===== src/rtl/flash_seq_pkg.sv =====
package flash_seq_pkg;

    typedef enum logic [1:0] {
        OP_PROG       = 2'd0,
        OP_BLOCK      = 2'd1,
        OP_SEG_ERASE  = 2'd2,
        OP_MASS_ERASE = 2'd3
    } fop_e;

    typedef enum logic [3:0] {
        ST_IDLE,
        ST_PROG,
        ST_BLK_FIRST,
        ST_BLK_WAIT,
        ST_BLK_NEXT,
        ST_BLK_END,
        ST_ERASE_SEG,
        ST_ERASE_ALL,
        ST_FINISH
    } fst_e;

    function automatic int unsigned max2(input int unsigned a, input int unsigned b);
        return (a > b) ? a : b;
    endfunction

endpackage


===== src/rtl/fseq_addr_map.sv =====
// Region decode: segment base of a command address, segment A hit, row end.
module fseq_addr_map #(
    parameter int unsigned AW             = 16,
    parameter int unsigned INFO_BASE      = 32'h1000,
    parameter int unsigned INFO_SEG_BYTES = 64,
    parameter int unsigned INFO_SEGS      = 4,
    parameter int unsigned MAIN_SEG_BYTES = 512,
    parameter int unsigned ROW_BYTES      = 64,
    parameter int unsigned WORD_BYTES     = 2
) (
    input  logic [AW-1:0] cmd_addr,
    input  logic [AW-1:0] cur_addr,
    output logic [AW-1:0] seg_base,
    output logic          in_seg_a,
    output logic          row_last
);
    localparam logic [AW-1:0] INFO_LO   = AW'(INFO_BASE);
    localparam logic [AW-1:0] INFO_HI   = AW'(INFO_BASE + INFO_SEGS*INFO_SEG_BYTES - 1);
    localparam logic [AW-1:0] SEGA_LO   = AW'(INFO_BASE + (INFO_SEGS-1)*INFO_SEG_BYTES);
    localparam logic [AW-1:0] INFO_MASK = ~AW'(INFO_SEG_BYTES - 1);
    localparam logic [AW-1:0] MAIN_MASK = ~AW'(MAIN_SEG_BYTES - 1);

    logic in_info;

    always_comb begin
        in_info  = (cmd_addr >= INFO_LO) && (cmd_addr <= INFO_HI);
        in_seg_a = (cmd_addr >= SEGA_LO) && (cmd_addr <= INFO_HI);
        seg_base = in_info ? (cmd_addr & INFO_MASK) : (cmd_addr & MAIN_MASK);
    end

    generate
        if (ROW_BYTES <= WORD_BYTES) begin : g_row_single
            assign row_last = 1'b1;
        end else begin : g_row_multi
            localparam logic [AW-1:0] ROW_MASK = AW'(ROW_BYTES - 1);
            localparam logic [AW-1:0] ROW_TOP  = AW'(ROW_BYTES - WORD_BYTES);
            assign row_last = (cur_addr & ROW_MASK) >= ROW_TOP;
        end
    endgenerate

endmodule


===== src/rtl/fseq_tick_timer.sv =====
// Down-counter paced by the timing-generator tick; expires on the tick seen at zero.
module fseq_tick_timer #(
    parameter int unsigned W = 4
) (
    input  logic         clk,
    input  logic         rst_n,
    input  logic         load,
    input  logic [W-1:0] load_val,
    input  logic         run,
    input  logic         tick,
    output logic         expire
);
    logic [W-1:0] cnt_q;

    always_ff @(posedge clk or negedge rst_n) begin
        if (!rst_n) begin
            cnt_q <= '0;
        end else if (load) begin
            cnt_q <= load_val;
        end else if (run && tick && (cnt_q != '0)) begin
            cnt_q <= cnt_q - 1'b1;
        end
    end

    assign expire = run && tick && (cnt_q == '0);

endmodule


===== src/rtl/fseq_lock.sv =====
// Calibration segment lock: set by reset, cleared by unlock, set again by relock.
module fseq_lock (
    input  logic clk,
    input  logic rst_n,
    input  logic unlock,
    input  logic relock,
    output logic locked
);
    always_ff @(posedge clk or negedge rst_n) begin
        if (!rst_n) begin
            locked <= 1'b1;
        end else if (relock) begin
            locked <= 1'b1;
        end else if (unlock) begin
            locked <= 1'b0;
        end
    end
endmodule


===== src/rtl/flash_timing_seq.sv =====
module flash_timing_seq
    import flash_seq_pkg::*;
#(
    parameter int unsigned AW               = 16,
    parameter int unsigned DW               = 16,
    parameter int unsigned PROG_TICKS       = 30,
    parameter int unsigned BLK_FIRST_TICKS  = 25,
    parameter int unsigned BLK_NEXT_TICKS   = 18,
    parameter int unsigned BLK_END_TICKS    = 6,
    parameter int unsigned DATA_WAIT_TICKS  = 4,
    parameter int unsigned SEG_ERASE_TICKS  = 4819,
    parameter int unsigned MASS_ERASE_TICKS = 10593,
    parameter int unsigned ROW_BYTES        = 64,
    parameter int unsigned MAIN_SEG_BYTES   = 512,
    parameter int unsigned INFO_SEG_BYTES   = 64,
    parameter int unsigned INFO_SEGS        = 4,
    parameter int unsigned INFO_BASE        = 32'h1000
) (
    input  logic          clk,
    input  logic          rst_n,
    input  logic          tg_tick,
    input  logic          cmd_valid,
    input  logic [1:0]    cmd_op,
    input  logic [AW-1:0] cmd_addr,
    input  logic [DW-1:0] cmd_data,
    input  logic          data_valid,
    input  logic [DW-1:0] data_in,
    input  logic          seg_a_unlock,
    input  logic          seg_a_relock,
    output logic          busy,
    output logic          wait_data,
    output logic          done,
    output logic          access_viol,
    output logic          cmd_reject,
    output logic          mem_prog,
    output logic          mem_erase_seg,
    output logic          mem_erase_all,
    output logic          mem_erase_incl_a,
    output logic [AW-1:0] mem_addr,
    output logic [DW-1:0] mem_data
);
    localparam int unsigned WORD_BYTES = DW / 8;
    localparam int unsigned MAX_TICKS  = max2(max2(max2(PROG_TICKS, BLK_FIRST_TICKS),
                                                   max2(BLK_NEXT_TICKS, BLK_END_TICKS)),
                                              max2(max2(SEG_ERASE_TICKS, MASS_ERASE_TICKS),
                                                   DATA_WAIT_TICKS));
    localparam int unsigned CNT_W      = (MAX_TICKS > 2) ? $clog2(MAX_TICKS) : 1;

    localparam logic [CNT_W-1:0] LD_PROG  = CNT_W'(PROG_TICKS - 1);
    localparam logic [CNT_W-1:0] LD_FIRST = CNT_W'(BLK_FIRST_TICKS - 1);
    localparam logic [CNT_W-1:0] LD_NEXT  = CNT_W'(BLK_NEXT_TICKS - 1);
    localparam logic [CNT_W-1:0] LD_END   = CNT_W'(BLK_END_TICKS - 1);
    localparam logic [CNT_W-1:0] LD_WAIT  = CNT_W'(DATA_WAIT_TICKS - 1);
    localparam logic [CNT_W-1:0] LD_SEG   = CNT_W'(SEG_ERASE_TICKS - 1);
    localparam logic [CNT_W-1:0] LD_MASS  = CNT_W'(MASS_ERASE_TICKS - 1);
    localparam logic [AW-1:0]    WALIGN   = ~AW'(WORD_BYTES - 1);
    localparam logic [AW-1:0]    STEP     = AW'(WORD_BYTES);

    fst_e             state_q, state_d;
    logic [AW-1:0]    addr_q, addr_d;
    logic [DW-1:0]    data_q, data_d;
    logic             tmr_load, tmr_run, tmr_expire;
    logic [CNT_W-1:0] tmr_val;
    logic             locked_a;
    logic [AW-1:0]    cmd_seg_base;
    logic             cmd_in_a, row_last;
    logic             can_accept, cmd_blocked, cmd_go;
    logic             viol_q, rej_q;
    fop_e             op;

    assign op          = fop_e'(cmd_op);
    assign can_accept  = (state_q == ST_IDLE) || (state_q == ST_FINISH);
    assign cmd_blocked = locked_a && cmd_in_a && (op != OP_MASS_ERASE);
    assign cmd_go      = cmd_valid && can_accept && !cmd_blocked;
    assign tmr_run     = (state_q != ST_IDLE) && (state_q != ST_FINISH);

    fseq_addr_map #(
        .AW(AW), .INFO_BASE(INFO_BASE), .INFO_SEG_BYTES(INFO_SEG_BYTES),
        .INFO_SEGS(INFO_SEGS), .MAIN_SEG_BYTES(MAIN_SEG_BYTES),
        .ROW_BYTES(ROW_BYTES), .WORD_BYTES(WORD_BYTES)
    ) u_map (
        .cmd_addr (cmd_addr),
        .cur_addr (addr_q),
        .seg_base (cmd_seg_base),
        .in_seg_a (cmd_in_a),
        .row_last (row_last)
    );

    fseq_tick_timer #(.W(CNT_W)) u_tmr (
        .clk      (clk),
        .rst_n    (rst_n),
        .load     (tmr_load),
        .load_val (tmr_val),
        .run      (tmr_run),
        .tick     (tg_tick),
        .expire   (tmr_expire)
    );

    fseq_lock u_lock (
        .clk    (clk),
        .rst_n  (rst_n),
        .unlock (seg_a_unlock),
        .relock (seg_a_relock),
        .locked (locked_a)
    );

    // Next-state and interval selection
    always_comb begin
        state_d  = state_q;
        addr_d   = addr_q;
        data_d   = data_q;
        tmr_load = 1'b0;
        tmr_val  = '0;
        unique case (state_q)
            ST_IDLE, ST_FINISH: begin
                state_d = ST_IDLE;
                if (cmd_go) begin
                    tmr_load = 1'b1;
                    addr_d   = cmd_addr & WALIGN;
                    data_d   = cmd_data;
                    unique case (op)
                        OP_PROG: begin
                            state_d = ST_PROG;
                            tmr_val = LD_PROG;
                        end
                        OP_BLOCK: begin
                            state_d = ST_BLK_FIRST;
                            tmr_val = LD_FIRST;
                        end
                        OP_SEG_ERASE: begin
                            state_d = ST_ERASE_SEG;
                            tmr_val = LD_SEG;
                            addr_d  = cmd_seg_base;
                        end
                        OP_MASS_ERASE: begin
                            state_d = ST_ERASE_ALL;
                            tmr_val = LD_MASS;
                        end
                        default: state_d = ST_IDLE;
                    endcase
                end
            end
            ST_PROG, ST_ERASE_SEG, ST_ERASE_ALL, ST_BLK_END: begin
                if (tmr_expire) begin
                    state_d = ST_FINISH;
                end
            end
            ST_BLK_FIRST, ST_BLK_NEXT: begin
                if (tmr_expire) begin
                    tmr_load = 1'b1;
                    if (row_last) begin
                        state_d = ST_BLK_END;
                        tmr_val = LD_END;
                    end else begin
                        state_d = ST_BLK_WAIT;
                        tmr_val = LD_WAIT;
                    end
                end
            end
            ST_BLK_WAIT: begin
                if (data_valid) begin
                    state_d  = ST_BLK_NEXT;
                    tmr_load = 1'b1;
                    tmr_val  = LD_NEXT;
                    addr_d   = addr_q + STEP;
                    data_d   = data_in;
                end else if (tmr_expire) begin
                    state_d  = ST_BLK_END;
                    tmr_load = 1'b1;
                    tmr_val  = LD_END;
                end
            end
            default: state_d = ST_IDLE;
        endcase
    end

    // State register
    always_ff @(posedge clk or negedge rst_n) begin
        if (!rst_n) begin
            state_q <= ST_IDLE;
            addr_q  <= '0;
            data_q  <= '0;
        end else begin
            state_q <= state_d;
            addr_q  <= addr_d;
            data_q  <= data_d;
        end
    end

    // Outputs
    always_ff @(posedge clk or negedge rst_n) begin
        if (!rst_n) begin
            viol_q <= 1'b0;
            rej_q  <= 1'b0;
        end else begin
            viol_q <= cmd_valid && can_accept && cmd_blocked;
            rej_q  <= cmd_valid && !can_accept;
        end
    end

    always_comb begin
        busy             = tmr_run;
        wait_data        = (state_q == ST_BLK_WAIT);
        done             = (state_q == ST_FINISH);
        access_viol      = viol_q;
        cmd_reject       = rej_q;
        mem_prog         = tmr_expire && ((state_q == ST_PROG) || (state_q == ST_BLK_FIRST) ||
                                          (state_q == ST_BLK_NEXT));
        mem_erase_seg    = tmr_expire && (state_q == ST_ERASE_SEG);
        mem_erase_all    = tmr_expire && (state_q == ST_ERASE_ALL);
        mem_erase_incl_a = !locked_a;
        mem_addr         = addr_q;
        mem_data         = data_q;
    end

endmodule


===== config.mk =====
export PLATFORM = sky130hd
export DESIGN_NAME = flash_timing_seq
export DESIGN_NICKNAME = d
export VERILOG_FILES = /design/src/rtl/flash_seq_pkg.sv /design/src/rtl/fseq_addr_map.sv /design/src/rtl/fseq_tick_timer.sv /design/src/rtl/fseq_lock.sv /design/src/rtl/flash_timing_seq.sv
export SDC_FILE = /design/constraint.sdc
export NUM_CORES = 1
export LEC_CHECK = 0
export ABC_AREA = 1
export BUFFER_PORTS_ARGS = -buffer_cell sky130_fd_sc_hd__clkbuf_2
export CORE_ASPECT_RATIO = 1.2
export CORE_MARGIN = 5
export CORE_UTILIZATION = 35
export CTS_CLUSTER_SIZE = 25
export DETAILED_ROUTE_END_ITERATION = 10
export HOLD_SLACK_MARGIN = 0.06
export PLACE_DENSITY = 0.68
export SLEW_MARGIN = 20
export SYNTH_ARGS = -nofsm -noshare
export SYNTH_HDL_FRONTEND = slang
export SYNTH_HIERARCHICAL = 1
export SYNTH_SLANG_ARGS = --single-unit

===== constraint.sdc =====
create_clock -name clk -period 3.5 [get_ports clk]
set_clock_uncertainty 0.2 [all_clocks]
set_input_delay 0 -clock clk [delete_from_list [all_inputs] [get_ports clk]]
set_output_delay 0 -clock clk [all_outputs]
set_load 0.02 [all_outputs]

==> results by group <==
Critical path
  – Required time of the critical path: 3.48 ns
  – CP startpoint kind: register
  – Crit-path slowest cell: dfrtp_1
  – FF-to-FF Start: u_tmr/cnt_q[0]
  – Critical path, cell by cell: inv_1 -> ha_1 -> nand2_2 -> nor2_4 -> nand3_1 -> nor3_1 -> clkinv_1 -> a21oi_1 -> a21oi_1 -> nand2_1 -> inv_2 -> nand2_4 -> inv_2 -> nand2_1 -> o21ai_0
  – Worst reg-to-reg setup slack: between 0.6 and 0.7 ns
  – Critical Path Start: u_tmr/cnt_q[0]
  – Critical path class: reg -> reg
  – Worst EP arrival: 2.86 ns
  – CP Capture Type: register
  – Max FO, Critical Path: 18
  – Crit path largest cell delay: 0.37 ns

Place
  – Area post-placement: roughly 4400 sq um
  – Setup WS pre-CTS: roughly 0.64 ns
  – Gpl congestion: approximately 0.83
  – I/O Buffers: 96
  – DP Cell Count: 800
  – DP Wirelength: a little under 8 mm

Pwr
  – Leak: around 0.0027 uW
  – Pwr per Cell Area: 742 nW/um^2
  – VDD IR max: ~0.38 mV

Outcome
  – Outcome: completed

GRT
  – First-pass GRT wire length: approximately 19 mm
  – Grt total ovfl: 0
  – Initial antenna violation count: 0
  – Vias in the first global route: 4,098
  – Largest net degree at the start of global routing: 48
  – Gr usage total: 17.1%

Hold path
  – Hold WC Path Type: in -> reg
  – Hold Startpoint: cmd_op[1]

Clock tree
  – Root Driver: clkbuf_16
  – Clock Pin Slew Worst Setup and Hold Paths: around 0.080 ns
  – TritonCTS buffer count: 5
  – Setup repair bufs after CTS: 0
  – Clock sinks: 53
  – Cts repair resizes: 0
  – TritonCTS clock tree: done
  – Longest Clk Path Bufs: 2
  – CTS H-Tree Depth: 2
  – Clock insertion delay at the later pin of the skew report: 0.30 ns

Layout
  – Most frequent cells in the layout: nand2_1 (179), clkbuf_2 (95), inv_1 (59), nor2_1 (59), dlygate4sd3_1 (54)
  – Layout Cells excl Fill: 862
  – Post-route cell area: roughly 5100 sq um
  – Final #Nets: 794
  – Fill count: 1,120
  – Antenna diodes: 0
  – Commonest non-fill, non-tap cell in the layout: nand2_1
  – Share of cells above drive strength 1: a little over a fifth
  – Synth-to-layout area growth: 30.6%

Logic synthesis
  – Synth area leader: dfrtp_1
  – Mapped Area: just under 4000 sq um
  – Area contributors post-synth: dfrtp_1 (33%), nand2_1 (17%), o21ai_0 (6.7%)
  – Synth Flop Type: dfrtp_1
  – Number of synthesized register bits: 53
  – Avg Synthesized Cell Area: about 6.6 sq um
  – Synth unique cells: 36
  – Sequential area share after synthesis: 34.0%
  – Ys Warns: 6
  – Post-synth EDFFs: 0
  – Area share of the largest cell type after synthesis: between 30% and 40%
  – Cell count after synthesis: just under 600
  – FFs w/ async S/R, synth: between 90% and 100%

Route
  – Drt first pass iters: 4
  – Iter 0 DRT Violations: around 160
  – Drt wl/cell: between 10 and 15 microns
  – Vias: slightly above 4,000
  – Via density: ~4.8
  – Antenna-violating nets left: 0
  – WL final: between 10 and 15 mm
  – DRC viols: 0

Floorplan
  – Row cnt: 42
  – Core area: between 10,000 and 15,000 sq um
  – Die Height: 126 microns
  – Width of the die: around 110 microns
  – Die area: ~13,000 sq um
  – Initial Util: between 30 and 40%
  – Top Ports: 98

Timing
  – RSZ-0062 raised after global routing: no
  – Fmax: 348 MHz
  – Fin. Hold Viols: 0
  – Worst slew pin tran: just over 0.9 ns
  – Min Hold Slack: approximately 0.073 ns
  – Min Tclk post-route: 2.87 ns
  – Part of the cycle the worst path needs: between 80 and 90%
  – Max-slew violations: 0
  – Slew HR: about two fifths
  – Setup TNS: 0 ns
  – Post-route setup slack: around 0.63 ns
  – Finish-stage setup viols: 0

Flow run
  – Maxcap violations: 0
## path summary, 6_finish.rpt
| path | endpoint | depth (start not counted) |
|---|---|---|
| min reg2reg | mem_addr[0] | 2 |
| max | u_tmr/cnt_q[4] | 15 |
| max in group asynchronous | mem_addr[11] | 3 |
| min in group asynchronous | cmd_reject | 2 |
| max reg2reg | u_tmr/cnt_q[4] | 15 |
| min | state_q[0] | 6 |
## stage by stage
stage / utilization [%] / power, uW
floorplan: - / 2640
global placement: 40.1 / 3140
detailed placement: 40.1 / 3170
CTS: 46.4 / 3800
global route: 46.4 / 4150
finish: 46.4 / 3780
## cell type report
cell class	instances	area, sq um	area share, %
Clock buffer	5	125	2.46
Multi-Input combinational cell	450	2140	42.1
Clock inverter	3	26.3	0.516
Tap cell	132	165	3.24
Timing Repair Buffer	157	1070	21.1
Sequential cell	53	1330	26.1
Inverter	62	233	4.57
## critical path: cells and delay by family (launching register included)
| kind | cells | cell delay (ns) |
|---|---|---|
| DFF | 1 | 0.37 |
| adders and majority gates | 1 | 0.23 |
| and+or+nand+nor | 7 | 1.11 |
| buffers and inverters | 4 | 0.53 |
| AOI/OAI and AO/OA | 3 | 0.29 |
## layer usage
layer | wire, microns | vias up | track usage, % | share of wire [%]
li1 | - | 2129 | - | -
met1 | 4620 | 1873 | 20.9 | 42
met2 | 5820 | 85 | 31.0 | 53
met3 | 339 | 20 | 2.15 | 3.1
met4 | 242 | 0 | 5.34 | 2.2
met5 | 0 | - | 0 | 0
## kinds of logic after synthesis
| family | after synthesis | synth area share, % |
|---|---|---|
| buf+inv | 96 | 11.7 |
| other cells | 2 | 0.192 |
| xor+xnor | 2 | 0.449 |
| mux | 3 | 0.770 |
| fa+ha+maj | 8 | 2.57 |
| flops | 53 | 34.0 |
| compound gates | 89 | 12.0 |
| simple gates | 340 | 38.3 |
## sequential cells by signal, summed over array words and instances, names as in the netlist
register	cells
mem_addr	16
cmd_reject	1
u_lock/locked	1
state_q	4
mem_data	16
u_tmr/cnt_q	14
access_viol	1
## synthesized netlist by cell type, types with 5 or more instances
| cell type | instances |
|---|---|
| o21ai_1 | 12 |
| o21ai_0 | 52 |
| ha_1 | 8 |
| clkbuf_1 | 8 |
| inv_1 | 59 |
| nand2_1 | 179 |
| nand2_2 | 5 |
| or2_2 | 18 |
| a21oi_1 | 16 |
| nand3_1 | 50 |
| nor2_2 | 11 |
| nor2_1 | 60 |
| dfrtp_1 | 52 |
| buf_4 | 18 |
## report_power, final
group,switching (uW),total [uW],internal (uW)
registers,284,1170,885
logic,1340,2090,751
clock network,251,522,271
## repair_timing
| item | 4_1_cts | 5_1_grt |
|---|---|---|
| endpoints found under the hold margin | 80 | 0 |
| hold buffers | 54 | 0 |
| setup endpoints to repair | 0 | 0 |
(Power assumes the default switching activity.)
